==> src/rtl/gpio_level_pkg.sv <==
package gpio_level_pkg;
  // Strobes from address decode to the level datapath
  typedef struct packed {
    logic levelSel;    // bus address hits the level word
    logic levelWrite;  // write strobe qualified by the address hit
  } levelStrobe_t;
endpackage

==> src/rtl/gpio_level_ctrl.sv <==
module gpio_level_ctrl
  import gpio_level_pkg::*;
#(
  parameter int ADDR_W = 16,
  parameter logic [ADDR_W-1:0] LEVEL_ADDR = 16'h400C
) (
  input  logic [ADDR_W-1:0] busAddr,
  input  logic              busWrEn,
  output levelStrobe_t      strobe
);
  always_comb begin
    strobe.levelSel   = (busAddr == LEVEL_ADDR);
    strobe.levelWrite = strobe.levelSel && busWrEn;
  end
endmodule

==> src/rtl/gpio_level_dp.sv <==
module gpio_level_dp
  import gpio_level_pkg::*;
#(
  parameter int NUM_CH = 9,
  parameter int FN_W   = 4,
  parameter int DATA_W = 16
) (
  input  logic                   clk,
  input  logic                   rst_n,
  input  levelStrobe_t           strobe,
  input  logic [NUM_CH-1:0]      wrData,
  input  logic [NUM_CH*FN_W-1:0] cfgFunc,
  input  logic [NUM_CH-1:0]      cfgDir,
  input  logic [NUM_CH-1:0]      cfgPol,
  input  logic [NUM_CH-1:0]      padIn,
  output logic [NUM_CH-1:0]      padOut,
  output logic [NUM_CH-1:0]      padOe,
  output logic [DATA_W-1:0]      rdData
);
  localparam int PAD_W = DATA_W - NUM_CH;

  logic [NUM_CH-1:0] storedLvl;
  logic [NUM_CH-1:0] syncFirst;
  logic [NUM_CH-1:0] syncSecond;
  logic [NUM_CH-1:0] sampledLvl;
  logic [NUM_CH-1:0] isOutput;

  // Two-flop synchronizer, applied ahead of the polarity
  always_ff @(posedge clk or negedge rst_n) begin
    if (!rst_n) begin
      syncFirst  <= '0;
      syncSecond <= '0;
    end else begin
      syncFirst  <= padIn;
      syncSecond <= syncFirst;
    end
  end

  for (genvar ch = 0; ch < NUM_CH; ch++) begin : g_chan
    assign isOutput[ch] = (cfgFunc[ch*FN_W +: FN_W] == '0) && !cfgDir[ch];

    always_ff @(posedge clk or negedge rst_n) begin
      if (!rst_n)
        storedLvl[ch] <= 1'b0;
      else if (strobe.levelWrite && isOutput[ch])
        storedLvl[ch] <= wrData[ch];
    end

    assign padOut[ch]     = cfgPol[ch] ? storedLvl[ch] : ~storedLvl[ch];
    assign sampledLvl[ch] = cfgPol[ch] ? syncSecond[ch] : ~syncSecond[ch];
  end

  assign padOe  = isOutput;
  assign rdData = strobe.levelSel ? {{PAD_W{1'b0}}, sampledLvl} : '0;
endmodule

==> src/rtl/gpio_level_reg.sv <==
module gpio_level_reg
  import gpio_level_pkg::*;
#(
  parameter int NUM_CH = 9,
  parameter int FN_W   = 4,
  parameter int ADDR_W = 16,
  parameter int DATA_W = 16,
  parameter logic [ADDR_W-1:0] LEVEL_ADDR = 16'h400C
) (
  input  logic                   clk,
  input  logic                   rst_n,
  input  logic [ADDR_W-1:0]      busAddr,
  input  logic                   busWrEn,
  input  logic [DATA_W-1:0]      busWrData,
  output logic [DATA_W-1:0]      busRdData,
  input  logic [NUM_CH*FN_W-1:0] cfgFunc,
  input  logic [NUM_CH-1:0]      cfgDir,
  input  logic [NUM_CH-1:0]      cfgPol,
  input  logic [NUM_CH-1:0]      padIn,
  output logic [NUM_CH-1:0]      padOut,
  output logic [NUM_CH-1:0]      padOe
);
  levelStrobe_t strobe;
  logic         unusedWrHigh;

  assign unusedWrHigh = ^busWrData[DATA_W-1:NUM_CH];

  gpio_level_ctrl #(
    .ADDR_W    (ADDR_W),
    .LEVEL_ADDR(LEVEL_ADDR)
  ) u_ctrl (
    .busAddr(busAddr),
    .busWrEn(busWrEn),
    .strobe (strobe)
  );

  gpio_level_dp #(
    .NUM_CH(NUM_CH),
    .FN_W  (FN_W),
    .DATA_W(DATA_W)
  ) u_dp (
    .clk    (clk),
    .rst_n  (rst_n),
    .strobe (strobe),
    .wrData (busWrData[NUM_CH-1:0]),
    .cfgFunc(cfgFunc),
    .cfgDir (cfgDir),
    .cfgPol (cfgPol),
    .padIn  (padIn),
    .padOut (padOut),
    .padOe  (padOe),
    .rdData (busRdData)
  );
endmodule

==> config.mk <==
export PLATFORM = sky130hd
export DESIGN_NAME = gpio_level_reg
export DESIGN_NICKNAME = d
export VERILOG_FILES = /design/src/rtl/gpio_level_pkg.sv /design/src/rtl/gpio_level_ctrl.sv /design/src/rtl/gpio_level_dp.sv /design/src/rtl/gpio_level_reg.sv
export SDC_FILE = /design/constraint.sdc
export NUM_CORES = 1
export LEC_CHECK = 0
export ABC_AREA = 0
export ABC_CLOCK_PERIOD_IN_PS = 800
export BUFFER_PORTS_ARGS = -buffer_cell sky130_fd_sc_hd__buf_2
export CAP_MARGIN = 20
export CELL_PAD_IN_SITES_DETAIL_PLACEMENT = 0
export CELL_PAD_IN_SITES_GLOBAL_PLACEMENT = 1
export CORE_MARGIN = 4
export CORE_UTILIZATION = 22
export DETAILED_ROUTE_END_ITERATION = 8
export PLACE_DENSITY = 0.78
export SLEW_MARGIN = 15
export SYNTH_ARGS = -nofsm -noshare
export SYNTH_HDL_FRONTEND = slang
export SYNTH_SLANG_ARGS = --single-unit
==> constraint.sdc <==
create_clock -name clk -period 0.8 [get_ports clk]
set_input_delay 0.08 -clock clk [delete_from_list [all_inputs] [get_ports clk]]
set_output_delay 0.08 -clock clk [all_outputs]
set_load 0.03 [all_outputs]
# --- Yosys cells after proc, flatten, opt, wreduce, memory -nomap -nowiden ---
# Cells that the tools add are included.
totals:
  regBits: 27
  latchBits: 0
  ram_bits: 0
  rom_bits: 0
  n_memories: 0
classes:
  addsub: 0
  mul: 0
  n_div: 0
  magnitude_cmp: 0
  n_eq_ne: 1
  shifts: 0
  muxes: 19
  bitwise_logic: 18
  n_reduce_logical: 37
op_table:
  columns: ["operator", "count"]
  rows:
  - ["zero test 4 bit", 9]
  - ["logical AND 1 bit", 19]
  - ["two-way mux 1 bit", 18]
  - ["NOT 1 bit", 18]
  - ["equality test 16 x 15 -> 1 bit (second input constant)", 1]
  - ["zero test 1 bit", 9]
  - ["two-way mux 9 bit", 1]

# --- Depth between registers and ports, before layout ---
# Gate-level depths: netlist of run 1.
logic_depth:
  word_depth: 3
  ltp_mapped: 5
  ltp_nobuf: 4

# --- Modules after synthesis ---
# From an unflattened synthesis of run 1, not the netlist that was laid out.
unflattened:
  cells_unflattened: 104
  hier_area_um2: 1347.5
modules_own_cells:
  columns: ["mod", "n_inst", "cells_per_inst", "area_per_inst_um2"]
  rows:
  - ["gpio_level_dp", 1, 98, 1295.0]
  - ["gpio_level_ctrl", 1, 6, 52.6]

# --- Worst setup path after synthesis of run 1 ---
# OpenSTA, ideal clock, no wires.
synth_timing:
  path_type: "input port to flip-flop"
  start: "in cfgFunc[0]"
  end: "reg u_dp.storedLvl[0]"
  setup_time_ns: 0.125
  t_arrival_ns: 1.344
  required_time_ns: 0.675
  setup_slack_ns: -0.669
  cell_stages: 4
  n_path_buf: 0
  path_cell_list: "or4_1 nor2_2 nand3_2 mux2_4"
synth_between:
  elab_chain_len: 3
synth_lines:
  columns: ["element", "line", "text"]
  rows:
  - ["start: declaration", "gpio_level_reg.sv:16", "input logic [NUM_CH*FN_W-1:0] cfgFunc,"]
  - ["zero test 4 bit", "gpio_level_dp.sv:40", "assign isOutput[ch] = (cfgFunc[ch*FN_W +: FN_W] == '0) && !cfgDir[ch];"]
  - ["logical AND 1 bit", "gpio_level_dp.sv:40", null]
  - ["net padOe[0]", "gpio_level_reg.sv:21", "output logic [NUM_CH-1:0] padOe"]
  - ["logical AND 1 bit", "gpio_level_dp.sv:45", "else if (strobe.levelWrite && isOutput[ch])"]
  - ["end signal: indexed assignment", "gpio_level_dp.sv:46", "storedLvl[ch] <= wrData[ch];"]
  - ["end: declaration", "gpio_level_dp.sv:22", "logic [NUM_CH-1:0] storedLvl;"]
# The timed path passes the listed nets, and every way through them passes these cells.
# A chain may end at the register's enable or synchronous reset.

# --- Worst setup path after layout of run 1 ---
layout_timing:
  start: "in busAddr[5]"
  end: "out busRdData[3]"
layout_between:
  elab_chain_len: 2
layout_lines:
  columns: ["element", "line", "text"]
  rows:
  - ["start: declaration", "gpio_level_reg.sv:12", "input logic [ADDR_W-1:0] busAddr,"]
  - ["equality test 16 x 15 -> 1 bit", "gpio_level_ctrl.sv:12", "strobe.levelSel = (busAddr == LEVEL_ADDR);"]
  - ["two-way mux 9 bit", "gpio_level_dp.sv:54", "assign rdData = strobe.levelSel ? {{PAD_W{1'b0}}, sampledLvl} : '0;"]
  - ["end: declaration", "gpio_level_reg.sv:15", "output logic [DATA_W-1:0] busRdData,"]
# Every way passes these cells.

==> flow_summary.yaml, run 1 <==
pwr:
  seq_power_share: 0.482
  p_sw_mw: 0.781
  powerDensity_mw_per_mm2: 1030
  p_int_mw: 2.18
  switching_share: 0.264
  finalPower_mw: 2.96
  clock_power_share: 0.257
  p_comb_frac: 0.261
  p_leak_nw: 1.28
  vdd_ir_drop_max_uv: 518
finish:
  fin_nets: 340
  regArea_um2: 686
  layout_common_cells: "buf_2 (76), buf_6 (40), dfrtp_1 (19), nor2_4 (11), dlygate4sd3_1 (10)"
  diodes: 0
  post-route-cell-area_mm2: 0.00288
  area_growth_pct: 112
  final_common_cell: "buf_2"
  fillers: 526
  drive_gt1_frac: 0.805
  multi_input_area_mm2: 0.00100
hold_path:
  hold_path_depth: 2
  hold_class: "primary input to register"
  min_to: "u_dp.storedLvl[5]"
  min_from: "busWrData[5]"
setup_path:
  crit_start: "busAddr[5]"
  critPathMaxFanout: 9
  crit_type: "primary input to output pin"
  r2r_start: "u_dp.storedLvl[4]"
  required_ps: 720
  r2r_cells: 2
  r2r_setup_slack_ps: -140
  cp.arrival_ps: 1100
  reg2reg_to: "u_dp.storedLvl[4]"
  end_kind: "output pin"
  crit_path_start_kind: "primary input"
floorplanning:
  io_pins: 132
  die_w_um: 86.5
  fp.dieH_um: 86.5
  dieArea_mm2: 0.00748
  initial_utilization: 0.228
  core_area_mm2: 0.00596
  placementRows: 28
place:
  pre_cts_ws_ps: -625
  gp_congestion: 0.751
  io_buffers: 117
  placed_area_mm2: 0.00236
  hpwl_mm: 3.72
timing:
  setup_violations: 36
  worst_slack_ps: -378
  grt_setup_unrepaired: "true"
  timing.hold.ws_ps: 37.1
  post-route-period-util: 1.47
  drv_slew: 0
  fmax_mhz: 849
  clock_skew_ps: 0.291
  fin_crit_ps: 1180
  hold_violations: 0
yosys:
  yosysTopAreaCellShare: 0.498
  ys_seq_area_frac: 0.498
  synth_area_leaders: "dfrtp_1 (50%), mux2_4 (10%), nand3_2 (6.6%)"
  netlist_area_mm2: 0.00136
  yosys.area.top_type: "dfrtp_1"
  avgSynthCellArea_um2: 12.8
  synth-seq-cells: 27
  yosysWarnings: 0
  synthCells: 106
  yosysUniqueCellTypes: 17
clock_network:
  clock_sink_count: 27
  cts_buffers: 3
  cts_buffer_depth: 2
  cts_max_level: 1
  cts_root_buf: "clkbuf_8"
  cts_tree: "yes"
  clk_latency_ps: 270
  cts.clk_slew.worst_paths_ps: 90
status:
  violations: "negative setup slack"
  outcome: "complete, but fails checks"
detailed_routing:
  drc: 0
  via_per_inst: 4.20
  drt-initial-drc-count: 13
  wl_per_cell_um: 14.5
  firstDrtPassIters: 2
  num_vias: 1327
  drtAntennaViolNets: 0
  routed_wl_mm: 4.58
grt:
  grt_overflow: 0
  grt_pass1_vias: 1399
  antenna_found_initial: 0
  grt_max_degree: 28
  grt_first_pass_wirelength_mm: 6.82
  track_usage: 0.119
flow_run:
  drv_cap: 0
## layer usage
| metal | share of wire | routed length (um) | up-vias | global-route usage |
|---|---|---|---|---|
| li1 | - | - | 621 | - |
| met1 | 0.34 | 1560 | 608 | 0.132 |
| met2 | 0.52 | 2390 | 96 | 0.223 |
| met3 | 0.14 | 628 | 2 | 0.0380 |
| met4 | 0.0022 | 10 | 0 | 0.0212 |
| met5 | 0 | 0 | - | 0 |
## area by class of cell
type	count	area share
Sequential cell	27	0.238
Tap cell	75	0.0326
Clock buffer	3	0.0143
Multi-Input combinational cell	76	0.349
Timing Repair Buffer	134	0.363
Clock inverter	1	0.00261
## flip-flops by register name, indices dropped and copies added (netlist names)
name / count
u_dp.syncFirst: 9
u_dp.storedLvl: 9
u_dp.syncSecond: 9
## critical path, cell delays in order
cell and delay (ps):
buf_6 100, nor4_4 290, nand4_1 140, buf_6 180, nor2_2 160, buf_6 150
## worst max path at each step
stage                        endpoint  slack (ps)
floorplan           u_dp.storedLvl[0]        -570
global placement    u_dp.storedLvl[3]        -610
detailed placement  u_dp.storedLvl[2]        -620
CTS                      busRdData[3]        -390
global route             busRdData[6]        -430
finish                   busRdData[3]        -380
## power groups by stage
stage	registers, mW	logic (mW)	clock network [mW]
final	1.43	0.774	0.761
after detailed placement	1.45	0.641	0
after CTS	1.43	0.756	0.816
after floorplan	1.45	0.296	0
after global routing	1.43	0.832	0.881
after global placement	1.45	0.628	0
## cell families (layout without fill, tap and decap cells)
logic type / Yosys count / count (layout) / share of synthesized area
other: 1 / 7 / 0.00276
XOR/XNOR: 18 / 18 / 0.116
flip-flops: 27 / 27 / 0.498
buffers and inverters: 9 / 138 / 0.0507
AND/OR/NAND/NOR: 42 / 42 / 0.232
multiplexers: 9 / 9 / 0.0996
## through the flow
step	cells	utilization	TNS, ps
after floorplan	112	-	-10690
after global placement	300	0.396	-12730
after detailed placement	300	0.396	-12870
after CTS	315	0.463	-11590
after global routing	316	0.483	-12790
final	316	0.483	-11310
## synthesized netlist by cell type
cell,number
nor2_1,9
dfrtp_1,27
buf_4,7
xor2_1,9
buf_2,1
and4bb_2,1
nand3_2,9
buf_6,1
nand4_1,1
conb_1,1
nor4_2,2
and4_1,1
mux2_4,9
xnor2_1,9
nor4b_2,1
nor2_2,9
or4_1,9
## what timing repair did
item                                   CTS  global route
hold buffers                            10             0
pin swaps                               21             2
setup endpoints to repair               36            36
endpoints found under the hold margin   36             0
buffers inserted                         1             0
gates resized for setup                 71            17
gates cloned                             0             1
Note: power is estimated with default switching activity, not from simulation.
==> inputs of run 2 (changes only) <==
- SYNTH_HIERARCHICAL: default -> 1
==> flow_summary.yaml, run 2 <==
detailed_routing:
  via_per_inst: 4.08
  firstDrtPassIters: 2
  drt-initial-drc-count: 19
  routed_wl_mm: 4.27
  drc: 0
  drtAntennaViolNets: 0
  num_vias: 1341
  wl_per_cell_um: 13.0
yosys:
  synth-async-reset-ratio: 1.00
  synth_top_family_by_area: "simple AND/OR/NAND/NOR gates"
  ys_seq_area_frac: 0.501
  yosys.area_share.adder: 0
  synth_edf_count: 0
  avgSynthCellArea_um2: 13.0
  yosysWarnings: 6
  synth_flop_cell: "dfrtp_1"
  synth.most_common_cell: "dfrtp_1"
  yosysTopAreaCellShare: 0.501
  synth-xor-area-share: 0.117
  synth_area_leaders: "dfrtp_1 (50%), xnor2_1 (12%), nor3b_2 (8.4%)"
  synth_common_cells: "dfrtp_1 (27), xnor2_1 (18), and2_1 (10)"
  synth-simple-area-share: 0.265
  synthMuxAreaShare: 0.0752
  synthCells: 104
  yosys.area.top_type: "dfrtp_1"
  netlist_area_mm2: 0.00135
  synth-seq-cells: 27
  synth_compound_area_frac: 0
  yosysUniqueCellTypes: 13
clock_network:
  clk_latency_ps: 260
  cts_buffers: 3
  cts_root_buf: "clkbuf_8"
  clock_sink_count: 27
  cts.clk_slew.worst_paths_ps: 90
  cts_max_level: 1
  cts_buffer_depth: 2
  cts_tree: "yes"
finish:
  diodes: 0
  utilization: 0.499
  reg_top3: "u_dp/storedLvl (9), u_dp/syncFirst (9), u_dp/syncSecond (9)"
  final_common_cell: "buf_2"
  drive_gt1_frac: 0.803
  fin_nets: 353
  layout_common_cells: "buf_2 (76), buf_6 (46), dfrtp_1 (23), buf_4 (11), dlygate4sd3_1 (10)"
  fillers: 528
  area_growth_pct: 119
grt:
  grt_first_pass_wirelength_mm: 6.58
  antenna_found_initial: 0
  grt_pass1_vias: 1475
  grt_max_degree: 28
  grt_overflow: 0
  track_usage: 0.110
timing:
  fmax_mhz: 792
  setup_violations: 36
  fin_crit_ps: 1260
  drv_slew: 0
  worst_slack_ps: -463
  grt_setup_unrepaired: "true"
  clock_skew_ps: 0.391
  hold_violations: 0
  setup_tns_ps: -13070
  timing.hold.ws_ps: 39.6
  post-route-period-util: 1.58
status:
  outcome: "complete, but fails checks"
  violations: "negative setup slack"
setup_path:
  crit_start: "busAddr[7]"
  r2r_cells: 2
  critPathMaxFanout: 5
  end_kind: "register"
  crit_type: "primary input to register"
  cp.arrival_ps: 1420
  r2r_start: "u_dp/storedLvl[1]"
  r2r_setup_slack_ps: -160
  required_ps: 960
  crit_path_start_kind: "primary input"
  critPathCapture: "u_dp/storedLvl[6]"
  reg2reg_to: "u_dp/storedLvl[1]"
place:
  hpwl_mm: 3.22
  gp_congestion: 0.657
  io_buffers: 117
  pre_cts_ws_ps: -788
hold_path:
  hold_class: "primary input to register"
  min_from: "busWrData[3]"
floorplanning:
  die_w_um: 86.3
  core_area_mm2: 0.00592
  io_pins: 132
  initial_utilization: 0.228
  placementRows: 28
  dieArea_mm2: 0.00744
  fp.dieH_um: 86.3
pwr:
  finalPower_mw: 2.97
  p_leak_nw: 1.37
  powerDensity_mw_per_mm2: 1000
  vdd_ir_drop_max_uv: 857
flow_run:
  drv_cap: 0
[run 2: layout make-up]
class                           count  area (um2)  share of cell area
Timing Repair Buffer              146        1120               0.381
Multi-Input combinational cell     77        1010               0.342
Sequential cell                    27         681               0.231
Tap cell                           75        93.8              0.0318
Clock buffer                        4        45.0              0.0153
[run 2: stage by stage]
step / cell area (um2) / instances
floorplan: 1660 / 110
global placement: 2400 / 308
detailed placement: 2400 / 308
CTS: 2870 / 329
global route: 2950 / 329
finish: 2950 / 329
[run 2: worst min-delay path by stage]
stage | cells past startpoint | slack [ps] | endpoint
after global routing | 2 | 20 | u_dp/storedLvl[6]
after CTS | 2 | 30 | u_dp/storedLvl[8]
after global placement | 2 | 40 | u_dp/storedLvl[6]
after detailed placement | 2 | 40 | u_dp/storedLvl[6]
final | 2 | 40 | u_dp/storedLvl[3]
after floorplan | 0 | -220 | u_dp/storedLvl[0]
[run 2: routing by layer]
| layer | vias to the layer above | share of wire | wire (um) | track usage |
|---|---|---|---|---|
| met5 | - | 0 | 0 | 0 |
| met1 | 624 | 0.32 | 1380 | 0.119 |
| met3 | 2 | 0.11 | 451 | 0.0342 |
| met2 | 71 | 0.57 | 2430 | 0.215 |
| li1 | 644 | - | - | - |
| met4 | 0 | 0.0019 | 8 | 0.0127 |
[run 2: timing repair]
action | CTS | global route
buffers inserted | 6 | 0
resized for setup | 72 | 21
hold buffers | 10 | 0
gates cloned | 1 | 0
endpoints found under the setup margin | 36 | 36
hold endpoints to repair | 36 | 0
pin swaps | 9 | 6
[run 2: report_power, final]
group,switching [mW],leakage (nW),internal (mW)
combinational,0.348,1.02,0.439
clock,0.400,0.0228,0.356
sequential,0.0146,0.329,1.41
[run 2: worst max-delay path, cell delays in order]
cell	delay [ps]
buf_6	90
nor4_4	260
and4_4	290
and2_4	190
nor3b_4	200
mux2_4	310
[run 2: kinds of logic after synthesis]
group	count (synthesis)
and+or+nand+nor	42
DFF	27
xor gates and xnor gates	18
muxes	9
buffers and inverters	7
other	1
==> inputs of run 3 (changes only) <==
- ABC_AREA: 0 -> 1
- CTS_BUF_LIST: default -> sky130_fd_sc_hd__clkbuf_4 sky130_fd_sc_hd__clkbuf_8
- PLACE_DENSITY: 0.78 -> 0.8
==> flow_summary.yaml, run 3 <==
finish:
  layout_common_cells: "buf_2 (79), buf_6 (33), nand2_1 (31), inv_1 (27)"
  fin_cells: 403
  reg_top3: "u_dp/storedLvl (9), u_dp/syncFirst (9), u_dp/syncSecond (9)"
  diodes: 0
  fillers: 635
  final_common_cell: "buf_2"
  fin_nets: 425
  drive_gt1_frac: 0.617
  area_growth_pct: 100
  post-route-cell-area_mm2: 0.00289
yosys:
  synth_flop_cell: "dfrtp_1"
  synth_common_cells: "nand2_1 (33), inv_1 (31), dfrtp_1 (27)"
  synthCells: 183
  yosysTopAreaCellShare: 0.468
  synth-async-reset-ratio: 1.00
  yosysUniqueCellTypes: 14
  yosysWarnings: 6
  yosys.area.top_type: "dfrtp_1"
  ys_seq_area_frac: 0.468
  synth.most_common_cell: "nand2_1"
  avgSynthCellArea_um2: 7.90
  netlist_area_mm2: 0.00145
  synth_edf_count: 0
  synth_area_leaders: "dfrtp_1 (47%), nand2_1 (8.6%), inv_1 (8.1%)"
  synth-seq-cells: 27
setup_path:
  critical_path_buf_inv_count: 3
  cpPeakStageDelay_ps: 170
  end_kind: "output pin"
  crit_path_start_kind: "primary input"
  path_common_cell: "buf_6"
  cp.arrival_ps: 1110
  path_cells: "buf_6 > nor2_4 > nand2_1 > nor2_1 > nand2_2 > clkinvlp_4 > o21ai_2 > a21oi_4 > buf_6"
  crit_type: "primary input to output pin"
  critPathMaxFanout: 4
  slowest_stage: "clkinvlp_4"
  required_ps: 720
  critPathTopFamily: "buffers and inverters"
floorplanning:
  placementRows: 29
  dieArea_mm2: 0.00793
  io_pins: 132
  core_area_mm2: 0.00635
  die_w_um: 89.1
  fp.dieH_um: 89.1
  initial_utilization: 0.228
detailed_routing:
  drtAntennaViolNets: 0
  routed_wl_mm: 4.69
  wl_per_cell_um: 11.6
  via_per_inst: 4.08
  num_vias: 1643
  drc: 0
  drt-initial-drc-count: 34
  firstDrtPassIters: 4
clock_network:
  cts_root_buf: "clkbuf_8"
  cts_buffers: 3
  clock_sink_count: 27
  cts_tree: "yes"
  cts_max_level: 1
  cts.clk_slew.worst_paths_ps: 90
  cts_buffer_depth: 2
  clk_latency_ps: 270
timing:
  fmax_mhz: 838
  grt_setup_unrepaired: "true"
  post-route-period-util: 1.49
  clock_skew_ps: 0.764
  setup_tns_ps: -7880
  drv_slew: 0
  hold_violations: 0
  setup_violations: 27
  fin_crit_ps: 1190
  worst_slack_ps: -393
place:
  dp_cells: 383
  gp_congestion: 0.705
  placed_area_mm2: 0.00240
  io_buffers: 117
  hpwl_mm: 3.59
status:
  violations: "negative setup slack"
  outcome: "complete, but fails checks"
grt:
  grt_first_pass_wirelength_mm: 6.82
  grt_pass1_vias: 1616
  grt_overflow: 0
  track_usage: 0.108
  antenna_found_initial: 0
  grt_max_degree: 28
pwr:
  powerDensity_mw_per_mm2: 1030
  vdd_ir_drop_max_uv: 1150
  p_leak_nw: 1.42
flow_run:
  drv_cap: 0
hold_path:
  hold_class: "primary input to register"
run 3: changes by cell type after synthesis, moves of 10 or more:
cell | previous run | this run
nor2_1 | 9 | 24
inv_1 | 0 | 31
nand2_1 | 0 | 33
and2_1 | 10 | 0
nor2_2 | 0 | 13
run 3: area by class of cell:
class,instances,area (um2),share of cell area
multi-input combinational,122,901,0.312
clock buffer,3,41.3,0.0143
timing repair inverter,1,7.51,0.00260
inverter,31,119,0.0411
timing repair buffer,141,1030,0.358
tap,77,96.3,0.0333
sequential,27,686,0.237
clock inverter,1,5.00,0.00173
run 3: path summary, 6_finish.rpt:
check | startpoint | end | slack, ps | cells past startpoint
max | busAddr[12] | busRdData[1] | -390 | 9
max in group asynchronous | rst_n | u_dp/storedLvl[4] | 350 | 3
max reg2reg | u_dp/storedLvl[1] | u_dp/storedLvl[1] | -100 | 4
min reg2reg | u_dp/syncFirst[5] | u_dp/syncSecond[5] | 350 | 0
min | busWrData[2] | u_dp/storedLvl[2] | 30 | 3
min in group asynchronous | rst_n | u_dp/storedLvl[2] | 280 | 3
run 3: worst reg2reg max path, stage by stage (launching register included):
cell and delay, ps:
dfrtp_2 450, buf_4 140, buf_4 110, nand2_1 50
nand2_1 40
run 3: routing by layer:
layer	GRT usage	share of wire	vias to the layer above	wire length (um)
li1	-	-	837	-
met1	0.125	0.36	743	1690
met2	0.213	0.55	63	2600
met3	0.0258	0.086	0	401
met4	0.00406	0	0	0
met5	0	0	-	0
run 3: cell families after synthesis:
family,synth area share
AND/OR/NAND/NOR,0.274
buffers and inverters,0.139
flip-flops,0.468
AO/OA/AOI/OAI,0.0623
XOR/XNOR,0.0545
other,0.00259
run 3: metrics by stage:
step | worst slack [ps] | util | power [mW] | hold WS [ps]
after detailed placement | -482 | 0.378 | 2.10 | 48.8
after global placement | -456 | 0.378 | 2.09 | 36.9
final | -393 | 0.455 | 2.98 | 32.0
after floorplan | -200 | - | 1.77 | -216
after global routing | -443 | 0.455 | 3.16 | 33.0
after CTS | -386 | 0.436 | 2.98 | 27.9
run 3: where the power goes:
group / internal (mW) / total [mW] / switching [mW]
clock: 0.349 / 0.766 / 0.418
combinational: 0.398 / 0.777 / 0.379
sequential: 1.41 / 1.43 / 0.0251
run 3: what timing repair did:
| item | 4_1_cts | 5_1_grt |
|---|---|---|
| buffers inserted | 4 | 1 |
| hold buffers | 10 | 0 |
| setup endpoints to repair | 28 | 36 |
| cloned | 1 | 0 |
| gates resized for setup | 59 | 43 |
| pin swaps | 8 | 14 |
| endpoints found under the hold margin | 36 | 0 |
